<file path="src/rtl/bpt_pkg.sv">
package bpt_pkg;

    // Which component prediction the chooser picked
    typedef enum logic {
        SIDE_LOCAL  = 1'b0,
        SIDE_GLOBAL = 1'b1
    } bpt_side_e;

    // Training decision at resolve time
    typedef struct packed {
        logic local_vote;
        logic global_vote;
        logic disagree;
        logic local_right;
    } bpt_train_t;

    // Taken threshold derived from the counter width
    function automatic int unsigned bpt_thresh(input int unsigned w);
        return ((32'd1 << (w - 1)) - 32'd1) / 32'd2;
    endfunction

    // Saturating step of a counter up to 8 bits wide
    function automatic logic [7:0] bpt_sat_step(input logic [7:0] v,
                                                input logic up,
                                                input int unsigned w);
        logic [7:0] top;
        top = 8'((32'd1 << w) - 32'd1);
        if (up)
            return (v == top) ? v : v + 8'd1;
        else
            return (v == 8'd0) ? v : v - 8'd1;
    endfunction

endpackage

</file>
<file path="src/rtl/bpt_ctr_table.sv">
module bpt_ctr_table #(
    parameter int DEPTH = 8,
    parameter int IDX_W = 3,
    parameter int CTR_W = 2
) (
    input  logic             clk,
    input  logic             rst,
    input  logic [IDX_W-1:0] a_idx,
    output logic [CTR_W-1:0] a_ctr,
    input  logic [IDX_W-1:0] b_idx,
    output logic [CTR_W-1:0] b_ctr,
    input  logic             spec_en,
    input  logic [IDX_W-1:0] spec_idx,
    input  logic             spec_up,
    input  logic             fix_en,
    input  logic [IDX_W-1:0] fix_idx,
    input  logic             fix_up
);
    logic [CTR_W-1:0] ctr [DEPTH];

    for (genvar e = 0; e < DEPTH; e++) begin : g_entry
        always_ff @(posedge clk) begin
            if (rst)
                ctr[e] <= '0;
            else if (fix_en && (fix_idx == IDX_W'(e)))
                ctr[e] <= CTR_W'(bpt_pkg::bpt_sat_step(8'(ctr[e]), fix_up, CTR_W));
            else if (spec_en && (spec_idx == IDX_W'(e)))
                ctr[e] <= CTR_W'(bpt_pkg::bpt_sat_step(8'(ctr[e]), spec_up, CTR_W));
        end
    end

    assign a_ctr = ctr[a_idx];
    assign b_ctr = ctr[b_idx];
endmodule

</file>
<file path="src/rtl/bpt_local_hist.sv">
module bpt_local_hist #(
    parameter int ENTRIES = 8,
    parameter int IDX_W   = 3,
    parameter int HIST_W  = 3
) (
    input  logic              clk,
    input  logic              rst,
    input  logic [IDX_W-1:0]  a_idx,
    output logic [HIST_W-1:0] a_hist,
    input  logic [IDX_W-1:0]  b_idx,
    output logic [HIST_W-1:0] b_hist,
    input  logic              spec_en,
    input  logic [IDX_W-1:0]  spec_idx,
    input  logic              spec_bit,
    input  logic              fix_en,
    input  logic [IDX_W-1:0]  fix_idx,
    input  logic              fix_bit
);
    logic [HIST_W-1:0] hist [ENTRIES];

    for (genvar e = 0; e < ENTRIES; e++) begin : g_entry
        always_ff @(posedge clk) begin
            if (rst)
                hist[e] <= '0;
            else if (fix_en && (fix_idx == IDX_W'(e)))
                hist[e] <= (hist[e] & ~HIST_W'(1)) | HIST_W'(fix_bit);
            else if (spec_en && (spec_idx == IDX_W'(e)))
                hist[e] <= HIST_W'({hist[e], spec_bit});
        end
    end

    assign a_hist = hist[a_idx];
    assign b_hist = hist[b_idx];
endmodule

</file>
<file path="src/rtl/bpt_global_hist.sv">
module bpt_global_hist #(
    parameter int HIST_W = 3
) (
    input  logic              clk,
    input  logic              rst,
    input  logic              spec_en,
    input  logic              spec_bit,
    input  logic              fix_en,
    input  logic [HIST_W-1:0] fix_hist,
    input  logic              fix_bit,
    output logic [HIST_W-1:0] hist
);
    always_ff @(posedge clk) begin
        if (rst)
            hist <= '0;
        else if (fix_en)
            hist <= HIST_W'({fix_hist, fix_bit});
        else if (spec_en)
            hist <= HIST_W'({hist, spec_bit});
    end
endmodule

</file>
<file path="src/rtl/bpt_tournament_predictor.sv">
module bpt_tournament_predictor #(
    parameter int PC_W        = 16,
    parameter int INST_SHIFT  = 2,
    parameter int LHT_ENTRIES = 8,
    parameter int LHIST_W     = 3,
    parameter int GHIST_W     = 3,
    parameter int CTR_W       = 2
) (
    input  logic               clk,
    input  logic               rst,
    input  logic               lk_valid,
    input  logic [PC_W-1:0]    lk_pc,
    output logic               lk_taken,
    output logic [GHIST_W-1:0] lk_ghist,
    input  logic               rs_valid,
    input  logic [PC_W-1:0]    rs_pc,
    input  logic [GHIST_W-1:0] rs_ghist,
    input  logic               rs_taken
);
    import bpt_pkg::*;

    localparam int LHT_IDX_W = (LHT_ENTRIES > 1) ? $clog2(LHT_ENTRIES) : 1;
    localparam int LCT_DEPTH = 1 << LHIST_W;
    localparam int GCT_DEPTH = 1 << GHIST_W;
    localparam logic [CTR_W-1:0] THR = CTR_W'(bpt_thresh(CTR_W));

    // ---------------- index generation ----------------
    logic [LHT_IDX_W-1:0] lk_lht_idx, rs_lht_idx;
    logic [LHIST_W-1:0]   lk_lhist, rs_lhist, rs_lct_idx;
    logic [GHIST_W-1:0]   ghist;

    assign lk_lht_idx = LHT_IDX_W'(lk_pc >> INST_SHIFT);
    assign rs_lht_idx = LHT_IDX_W'(rs_pc >> INST_SHIFT);
    assign rs_lct_idx = rs_lhist >> 1;

    // ---------------- counter read values ----------------
    logic [CTR_W-1:0] lk_lctr, rs_lctr, lk_gctr, rs_gctr, lk_cctr, rs_cctr;

    // ---------------- lookup decision ----------------
    logic      lk_local_vote, lk_global_vote;
    bpt_side_e lk_side;

    assign lk_local_vote  = (lk_lctr > THR);
    assign lk_global_vote = (lk_gctr > THR);
    assign lk_side        = (lk_cctr > THR) ? SIDE_GLOBAL : SIDE_LOCAL;
    assign lk_taken       = (lk_side == SIDE_GLOBAL) ? lk_global_vote : lk_local_vote;
    assign lk_ghist       = ghist;

    // ---------------- resolve training decision ----------------
    bpt_train_t trn;

    always_comb begin
        trn.local_vote  = (rs_lctr > THR);
        trn.global_vote = (rs_gctr > THR);
        trn.disagree    = trn.local_vote ^ trn.global_vote;
        trn.local_right = (trn.local_vote == rs_taken);
    end

    // ---------------- state ----------------
    bpt_global_hist #(.HIST_W(GHIST_W)) u_ghr (
        .clk      (clk),
        .rst      (rst),
        .spec_en  (lk_valid),
        .spec_bit (lk_taken),
        .fix_en   (rs_valid),
        .fix_hist (rs_ghist),
        .fix_bit  (rs_taken),
        .hist     (ghist)
    );

    bpt_local_hist #(
        .ENTRIES (LHT_ENTRIES),
        .IDX_W   (LHT_IDX_W),
        .HIST_W  (LHIST_W)
    ) u_lht (
        .clk      (clk),
        .rst      (rst),
        .a_idx    (lk_lht_idx),
        .a_hist   (lk_lhist),
        .b_idx    (rs_lht_idx),
        .b_hist   (rs_lhist),
        .spec_en  (lk_valid),
        .spec_idx (lk_lht_idx),
        .spec_bit (lk_taken),
        .fix_en   (rs_valid),
        .fix_idx  (rs_lht_idx),
        .fix_bit  (rs_taken)
    );

    bpt_ctr_table #(
        .DEPTH (LCT_DEPTH),
        .IDX_W (LHIST_W),
        .CTR_W (CTR_W)
    ) u_lct (
        .clk      (clk),
        .rst      (rst),
        .a_idx    (lk_lhist),
        .a_ctr    (lk_lctr),
        .b_idx    (rs_lct_idx),
        .b_ctr    (rs_lctr),
        .spec_en  (lk_valid),
        .spec_idx (lk_lhist),
        .spec_up  (lk_taken),
        .fix_en   (rs_valid),
        .fix_idx  (rs_lct_idx),
        .fix_up   (rs_taken)
    );

    bpt_ctr_table #(
        .DEPTH (GCT_DEPTH),
        .IDX_W (GHIST_W),
        .CTR_W (CTR_W)
    ) u_gct (
        .clk      (clk),
        .rst      (rst),
        .a_idx    (ghist),
        .a_ctr    (lk_gctr),
        .b_idx    (rs_ghist),
        .b_ctr    (rs_gctr),
        .spec_en  (lk_valid),
        .spec_idx (ghist),
        .spec_up  (lk_taken),
        .fix_en   (rs_valid),
        .fix_idx  (rs_ghist),
        .fix_up   (rs_taken)
    );

    // chooser: trained only on resolve disagreement; never speculative
    bpt_ctr_table #(
        .DEPTH (GCT_DEPTH),
        .IDX_W (GHIST_W),
        .CTR_W (CTR_W)
    ) u_cct (
        .clk      (clk),
        .rst      (rst),
        .a_idx    (ghist),
        .a_ctr    (lk_cctr),
        .b_idx    (rs_ghist),
        .b_ctr    (rs_cctr),
        .spec_en  (1'b0),
        .spec_idx ('0),
        .spec_up  (1'b0),
        .fix_en   (rs_valid && trn.disagree),
        .fix_idx  (rs_ghist),
        .fix_up   (!trn.local_right)
    );

    // rs_cctr is available for checkers; keep it from being unused
    logic unused_ok;
    assign unused_ok = ^rs_cctr;
endmodule

</file>
<file path="config.mk">
export PLATFORM = sky130hd
export DESIGN_NAME = bpt_tournament_predictor
export DESIGN_NICKNAME = d
export VERILOG_FILES = /design/src/rtl/bpt_pkg.sv /design/src/rtl/bpt_ctr_table.sv /design/src/rtl/bpt_local_hist.sv /design/src/rtl/bpt_global_hist.sv /design/src/rtl/bpt_tournament_predictor.sv
export SDC_FILE = /design/constraint.sdc
export NUM_CORES = 1
export LEC_CHECK = 0
export BUFFER_PORTS_ARGS = -buffer_cell sky130_fd_sc_hd__buf_4
export CAP_MARGIN = 5
export CORE_UTILIZATION = 41
export CTS_BUF_LIST = sky130_fd_sc_hd__clkbuf_4 sky130_fd_sc_hd__clkbuf_8 sky130_fd_sc_hd__clkbuf_16
export DETAILED_ROUTE_END_ITERATION = 7
export GPL_TIMING_DRIVEN = 0
export PLACE_DENSITY = 0.59
export SKIP_CTS_REPAIR_TIMING = 1
export SYNTH_ARGS = -nofsm -noshare
export SYNTH_HDL_FRONTEND = slang
export SYNTH_SLANG_ARGS = --single-unit
</file>
<file path="constraint.sdc">
create_clock -name clk -period 9.22 [get_ports clk]
set_input_delay 1.844 -clock clk [delete_from_list [all_inputs] [get_ports clk]]
set_output_delay 1.844 -clock clk [all_outputs]
set_load 0.02 [all_outputs]
</file>
## Word-level counts from Yosys, hierarchy flattened

Memories as Yosys holds them, arrays and structs flattened. A register that Yosys moved wholly into a read port is not among the register bits.
Index checks and enable logic that the tools add are counted.

| storage, ports and cells | value |
|---|---|
| memory bits (writable) | 72 |
| input port bits | 40 |
| output and inout bits | 4 |
| logic and storage cells | 672 |
| register bits | 3 |
| memories kept | 4 |

Memory list:

| memory | depth | width | read ports | clocked after memory_dff | wr ports | line | text |
|---|---|---|---|---|---|---|---|
| u_lht.hist | 8 | 3 | 10 | 0 | 8 | bpt_local_hist.sv:19 | `logic [HIST_W-1:0] hist [ENTRIES];` |
| u_cct.ctr | 8 | 2 | 9 | 1 | 8 | bpt_ctr_table.sv:19 | `logic [CTR_W-1:0] ctr [DEPTH];` |
| u_gct.ctr | 8 | 2 | 10 | 1 | 8 | bpt_ctr_table.sv:19 |  |
| u_lct.ctr | 8 | 2 | 10 | 0 | 8 | bpt_ctr_table.sv:19 |  |

| cells by class | value |
|---|---|
| reductions and logical operators | 84 |
| equality and inequality tests | 63 |
| bitwise operators | 61 |
| add/subtract/negate cells | 48 |
| mux-type cells | 406 |
| $lt $le $gt $ge | 5 |

Operators with widths:

| operator | count |
|---|---|
| 2-bit two-way mux | 204 |
| 1-bit two-way mux | 180 |
| 3-bit two-way mux | 22 |
| 3-bit equality test, second input constant | 20 |
| 1-bit logical AND | 53 |
| 2-bit equality test, second input constant | 26 |
| 1-bit bitwise OR | 52 |
| 2-bit by 1-bit adder with 2-bit output, second input constant | 24 |
| 2-bit zero test | 24 |
| 2-bit by 1-bit subtractor with 2-bit output, second input constant | 24 |
| 3-bit by 2-bit equality test with 1-bit output, second input constant | 10 |
| 3-bit by 1-bit bitwise OR with 3-bit output | 8 |
| 3-bit zero test | 6 |
| 3-bit by 1-bit equality test with 1-bit output, second input constant | 5 |
| 2-bit by 1-bit > comparator with 1-bit output, second input constant | 5 |
| 2-bit by 1-bit equality test with 1-bit output, second input constant | 1 |
| 2-bit nonzero test | 1 |
| 1-bit equality test | 1 |
| 1-bit XOR | 1 |

## Logic depth before layout (Yosys ltp)

Gate-level depths: netlist of run 1.
An unclocked memory read counts as a cell.

| logic depth | value |
|---|---|
| depth after elaboration | 10 |
| depth in mapped cells | 11 |
| depth with buffers taken out | 8 |

## By module

From an unflattened synthesis of run 1, not the netlist that was laid out.

| unflattened totals | value |
|---|---|
| cells, all modules | 636 |
| area, all modules | 6302.3 µm² |

Modules (own cells, without submodules):

| module | sequential area each (µm²) | area each (µm²) | cells an instance | instances |
|---|---|---|---|---|
| bpt_ctr_table at u_cct ... | 480.5 | 1480.2 | 163 | 2 |
| bpt_local_hist | 720.7 | 1656.6 | 122 | 1 |
| bpt_ctr_table at u_lct | 480.5 | 1495.2 | 165 | 1 |
| bpt_global_hist | 60.1 | 135.1 | 13 | 1 |
| bpt_tournament_predictor | 0.0 | 55.1 | 10 | 1 |

## Worst setup path before layout of run 1

Ideal clock, no wire load.

| path | value |
|---|---|
| path type | input-to-output |
| start point | input port lk_pc[2] |
| end point | output port lk_taken |
| data required time | 7.376 ns |
| setup slack | 3.768 ns |
| data arrival time | 3.608 ns |
| stages | 8 |
| buffers on the path | 2 |
| cells stage by stage | buf_2 mux4_2 mux2_2 nor2_1 a22oi_1 a31o_2 inv_2 buf_2 |

| between the ends | value |
|---|---|
| word-level cells in the longest chain between the ends | 4 |

RTL lines:

| what | line | text |
|---|---|---|
| start: declaration | bpt_tournament_predictor.sv:12 | `input logic [PC_W-1:0] lk_pc,` |
| memory 8 x 3 bit | - |  |
| memory 8 x 2 bit | - |  |
| 2-bit by 1-bit > comparator with 1-bit output | bpt_tournament_predictor.sv:43 | `assign lk_local_vote = (lk_lctr > THR);` |
| 1-bit two-way mux | bpt_tournament_predictor.sv:46 | `assign lk_taken = (lk_side == SIDE_GLOBAL) ? lk_global_vote : lk_local_vote;` |
| end: declaration | bpt_tournament_predictor.sv:13 | `output logic lk_taken,` |

No other way between the ends.

## Worst setup path in the final report of run 1

Same ends and word-level chain as after synthesis.

==> results of run 1 <==
==> path summary, 6_finish.rpt <==
kind	from	to	slack (ns)	cells past startpoint
worst max-delay path	lk_pc[2]	lk_taken	3.20	10
worst min-delay path	u_lht.hist[6][0]	u_lht.hist[6][1]	0.58	1
worst max register to register	u_lht.hist[3][1]	u_cct.ctr[0][0]	6.27	7
worst min register to register	u_lht.hist[6][0]	u_lht.hist[6][1]	0.58	1
==> stage by stage <==
stage	setup WS, ns	util [%]	hold slack [ns]	total power [mW]
2_1_floorplan	3.77	-	0.524	0.628
3_3_place_gp	3.20	45.0	0.550	0.697
3_5_place_dp	3.21	45.0	0.569	0.701
4_1_cts	3.21	47.4	0.584	1.08
5_1_grt	3.09	47.4	0.611	1.11
6_report	3.20	47.4	0.579	1.07
==> placed cells by master, fill, tap and decap left out, types with 7 or more instances in the layout <==
cell type  count
inv_1         12
clkbuf_16      9
a21oi_1       24
and3_1        12
edfxtp_1      72
and2_1        15
nand2_1       50
o21ai_0       26
mux2i_1       16
clkbuf_1      17
xnor2_1       14
xor2_1        11
nor3_1        35
buf_4         11
o2bb2ai_1      8
mux4_2        13
nand2b_1      20
nor2b_1       12
nor2_1        77
nand3_1       24
a41o_1         7
==> sequential cells by signal (all words and copies together), names as in the netlist, named ones only <==
name / cells
u_cct.ctr: 16
u_gct.ctr: 16
u_ghr.hist: 3
u_lct.ctr: 16
u_lht.hist: 24
==> power groups by stage <==
stage          clock [mW]  sequential [mW]  combinational, mW
5_1_grt             0.392            0.437              0.283
2_1_floorplan           0            0.435              0.193
3_3_place_gp            0            0.440              0.257
4_1_cts             0.381            0.433              0.262
6_report            0.375            0.434              0.264
3_5_place_dp            0            0.441              0.260
==> area by class of cell <==
type / count / area, um^2 / share of cell area (%)
timing repair buffer: 10 / 75.1 / 1.24
buffer: 28 / 145 / 2.39
multi-input combinational: 451 / 3000 / 49.3
tap: 172 / 215 / 3.54
inverter: 14 / 52.6 / 0.865
clock inverter: 3 / 42.5 / 0.700
sequential: 78 / 2280 / 37.6
clock buffer: 13 / 268 / 4.41
==> layer usage <==
metal	vias to the layer above	wire, um	GRT usage [%]
met5	-	0	0
met4	0	308	9.21
met3	25	1100	3.20
met2	177	6940	34.6
met1	2265	6710	31.0
li1	2183	-	-
==> cells by family (layout without fill, tap and decap cells) <==
family,after synthesis,count (layout),synth area share [%]
muxes,37,37,10.6
buffers and inverters,42,68,3.61
xor gates and xnor gates,26,26,4.50
and+or+nand+nor,267,267,23.9
AOI/OAI and AO/OA,121,121,15.7
DFF,78,78,41.7
==> synthesized netlist by cell type, drive strengths merged, types with 13 or more instances <==
master / instances
and2: 15
o21ai: 28
clkbuf: 17
inv: 13
a21oi: 24
xnor2: 15
nand2: 50
edfxtp: 72
nor3: 35
mux4: 13
nor2: 77
nand3: 24
nand2b: 20
mux2i: 20
==> critical path, delay by kind of cell <==
kind / cells / cell delay (ns)
mux: 2 / 0.89
compound gates: 2 / 0.44
simple gates: 1 / 0.10
buf+inv: 5 / 0.88
==> flow_summary.ini, run 1 <==
[floorplan]
die_h_um = 118
fp.dieArea_um2 = 13800
die_width_um = 118
boundaryPins = 44
rows = 41
initial_utilization_pct = 42.7
coreArea_um2 = 12800

[yosys]
yosysTopAreaCellShare_pct = 39.5
synth_area_per_cell_um2 = 9.59
synth_area_leader_cell = edfxtp_1
synthArstFlopShare_pct = 0
synth_fp_nets = 611
ys.flop_type = edfxtp_1
ys_seq_elements = 78
ys_types = 63
yosys_warnings = 0
synth_edf_count = 72
syn_area_um2 = 5480
ys_top_cells_by_area = edfxtp_1 (39%), mux4_2 (5.3%), nor2_1 (5.3%)
synthCells = 571
ys_seq_area_share_pct = 41.7

[layout]
fin_nets = 632
final_layout_size_suffix_gt1_share_pct = 12.2
fin_area_um2 = 6080
antenna_cells = 0
syn2layout_area_growth_pct = 11.0
nFillCells = 1219
finalNonFillerCells = 769

[pwr]
ir_worst_vdd_mv = 0.110
switching_share_pct = 30.6
p_leak_nw = 2.23
p_int_mw = 0.745
power_frac_comb_pct = 24.6
p_per_area_nw_per_um2 = 176
net-switching-power_mw = 0.328
seq_power_share_pct = 40.5
clock_power_share_pct = 35.0

[clock_tree]
clkTransAtPathRegs_ns = 0.06
clockBufferDepth = 2
clk_latency_ns = 0.35
cts_sinks = 78
cts_tree = done
numCtsBuffers = 9
cts-root-buf = clkbuf_16
htreeDepth = 3

[timing]
slew_headroom_pct = 54.6
finalCriticalPeriod_ns = 6.02
hold_violations = 0
drv_slew = 0
setup_viol = 0
tns_ns = 0
fin_skew_ns = 0.0114
period_share_pct = 65.3
fmax_ghz = 0.166
rsz0062_at_grt = false
max_slew.worst_pin.slew_ns = 0.680

[placement]
place_inst = 753
port_buffers = 10
dpl_cell_area_um2 = 5770
dp_hpwl_um = 11200
gp_congestion = 0.880

[critical_path]
arrival_ns = 4.18
end_kind = primary output
path_cells = buf_4, buf_2, mux4_2, mux2_2, nor2_1, a22oi_1, a31o_2, inv_2, buf_2, buf_4
path_max_fanout = 10
worst_setup_path_start_kind = primary input
slowest_stage = mux4_2
critical_path_class = in2out
max_stage_delay_ns = 0.55
cp.required_ns = 7.38

[drt]
drcViolationCount = 0
wirelength_um = 15100
avgRoutedWirePerCell_um = 19.6
drt-pass1-iter-count = 5
drtAntennaViolNets = 0
viasPerCell = 6.05
first_iter_violations = 480
vias = 4650

[global_route]
antenna_found_initial = 0
grt_first_pass_wirelength_um = 23900
grt_pass1_vias = 4394
grt_util_all_layers_pct = 22.2
grt_max_degree = 13
grt.overflow.total = 0

[run]
cap_violations = 0

[min_path]
worstHoldPathType = reg2reg

[run_status]
status = finished clean
No activity file was read; power rests on OpenSTA's default activity.
==> run 2, diff against run 1 <==
Settings changed: PLACE_DENSITY 0.59 to 0.61.
Clock period 9.22 ns to 5.4 ns, I/O delays scaled along.
==> flow_summary.ini, run 2 (synthesis gave the netlist of run 1 again) <==
[run_status]
status = finished clean

[timing]
finalCriticalPeriod_ns = 4.60
drv_slew = 0
fin_skew_ns = 0.00714
tns_ns = 0
fmax_ghz = 0.217
max_slew.worst_pin.slew_ns = 0.685
setup_viol = 0
rsz0062_at_grt = false
slew_headroom_pct = 54.3
hold_violations = 0
period_share_pct = 85.1

[critical_path]
critical_path_class = in2out
path_max_fanout = 10
end_kind = primary output
arrival_ns = 3.52
worst_setup_path_start_kind = primary input
r2r_start = u_lht.hist[3][1]
r2r_cells = 7
r2r_end = u_cct.ctr[1][0]
r2r_slack_ns = 2.38
cp.required_ns = 4.32

[pwr]
switching_share_pct = 31.4
p_int_mw = 1.21
p_per_area_nw_per_um2 = 292
clock_power_share_pct = 32.0
seq_power_share_pct = 42.1
net-switching-power_mw = 0.553
power_frac_comb_pct = 25.9
power.total_mw = 1.76
ir_worst_vdd_mv = 0.187
p_leak_nw = 2.22

[placement]
gp_congestion = 0.892
port_buffers = 10
dp_hpwl_um = 11200

[floorplan]
coreArea_um2 = 12800
initial_utilization_pct = 42.7
boundaryPins = 44
die_h_um = 118
fp.dieArea_um2 = 13800
die_width_um = 118
rows = 41

[clock_tree]
cts_sinks = 78
numCtsBuffers = 9
cts_tree = done
clkTransAtPathRegs_ns = 0.06
htreeDepth = 3
clk_latency_ns = 0.34
clockBufferDepth = 2
cts-root-buf = clkbuf_16

[layout]
mostFrequentLayoutCells = nor2_1 (77), edfxtp_1 (72), nand2_1 (50), nor3_1 (35), o21ai_0 (26)
antenna_cells = 0
largest_register_ffs = 24
syn2layout_area_growth_pct = 10.2
top_register = u_lht.hist
final_common_cell = nor2_1
final_layout_size_suffix_gt1_share_pct = 12.1
fin_nets = 632

[drt]
wirelength_um = 15200
first_iter_violations = 449
viasPerCell = 6.06
vias = 4661
drt-pass1-iter-count = 5
drcViolationCount = 0
drtAntennaViolNets = 0
avgRoutedWirePerCell_um = 19.8

[global_route]
grt.overflow.total = 0
met1_usage_pct = 30.8
met2_usage_pct = 36.7
grt_util_met3_pct = 4.31
antenna_found_initial = 0
grt_util_all_layers_pct = 23.0
grt_pass1_vias = 4570
busiest_layer = met2
grt_first_pass_wirelength_um = 24600
grt_max_degree = 13

[min_path]
hp-start = u_lht.hist[7][0]
worstHoldPathType = reg2reg
hold-path-endpoint = u_lht.hist[7][1]
hold_depth = 1

[run]
cap_violations = 0
## run 2: cell count changes in the layout (fill, tap and decap cells not counted)
cell,change
clkbuf_4,+2
clkbuf_8,-2
bufinv_16,-1
clkinv_1,+1
clkinv_2,+1
clkinvlp_4,-1
## run 2: how the worst max path moves through the flow
| stage | from | endpoint | slack [ns] | cells after the start |
|---|---|---|---|---|
| global route | lk_pc[2] | lk_taken | 0.70 | 10 |
| CTS | lk_pc[2] | lk_taken | 0.82 | 10 |
| detailed placement | lk_pc[2] | lk_taken | 0.82 | 10 |
| finish | lk_pc[2] | lk_taken | 0.80 | 10 |
| floorplan | lk_pc[2] | lk_taken | 1.48 | 8 |
| global placement | lk_pc[2] | lk_taken | 0.86 | 10 |
## run 2: cell type report
class	instances	area (um^2)
plain buffers	28	145
clock buffers	13	255
clock inverters	3	13.8
fillers	1226	6790
inverters	14	52.6
multi-input cells	451	3000
flip-flops and latches	78	2280
well taps	172	215
repair buffers	10	75.1
## run 2: worst max-delay path, stage by stage
cell and delay [ns]:
buf_4 0.13, buf_2 0.24, mux4_2 0.58, mux2_2 0.34
nor2_1 0.12, a22oi_1 0.15, a31o_2 0.31, inv_2 0.09
buf_2 0.28, buf_4 0.20
## run 2: power groups by stage
stage / combinational (mW) / sequential [mW] / clock (mW)
floorplan: 0.329 / 0.742 / 0
global placement: 0.440 / 0.750 / 0
detailed placement: 0.449 / 0.752 / 0
CTS: 0.452 / 0.740 / 0.578
global route: 0.493 / 0.747 / 0.600
finish: 0.456 / 0.740 / 0.564
## run 2: metrics by stage
step	cells	area [um^2]	worst slack, ns	hold slack [ns]	util [%]
global route	769	6040	0.700	0.566	47.1
floorplan	571	5480	1.48	0.524	-
finish	769	6040	0.802	0.556	47.1
CTS	769	6040	0.822	0.553	47.1
global placement	753	5770	0.863	0.540	45.0
detailed placement	753	5770	0.823	0.539	45.0
## run 2: routing by layer
metal	vias up	routed length, um
met5	-	0
met4	0	350
met3	28	942
met2	146	7250
met1	2307	6680
li1	2180	-
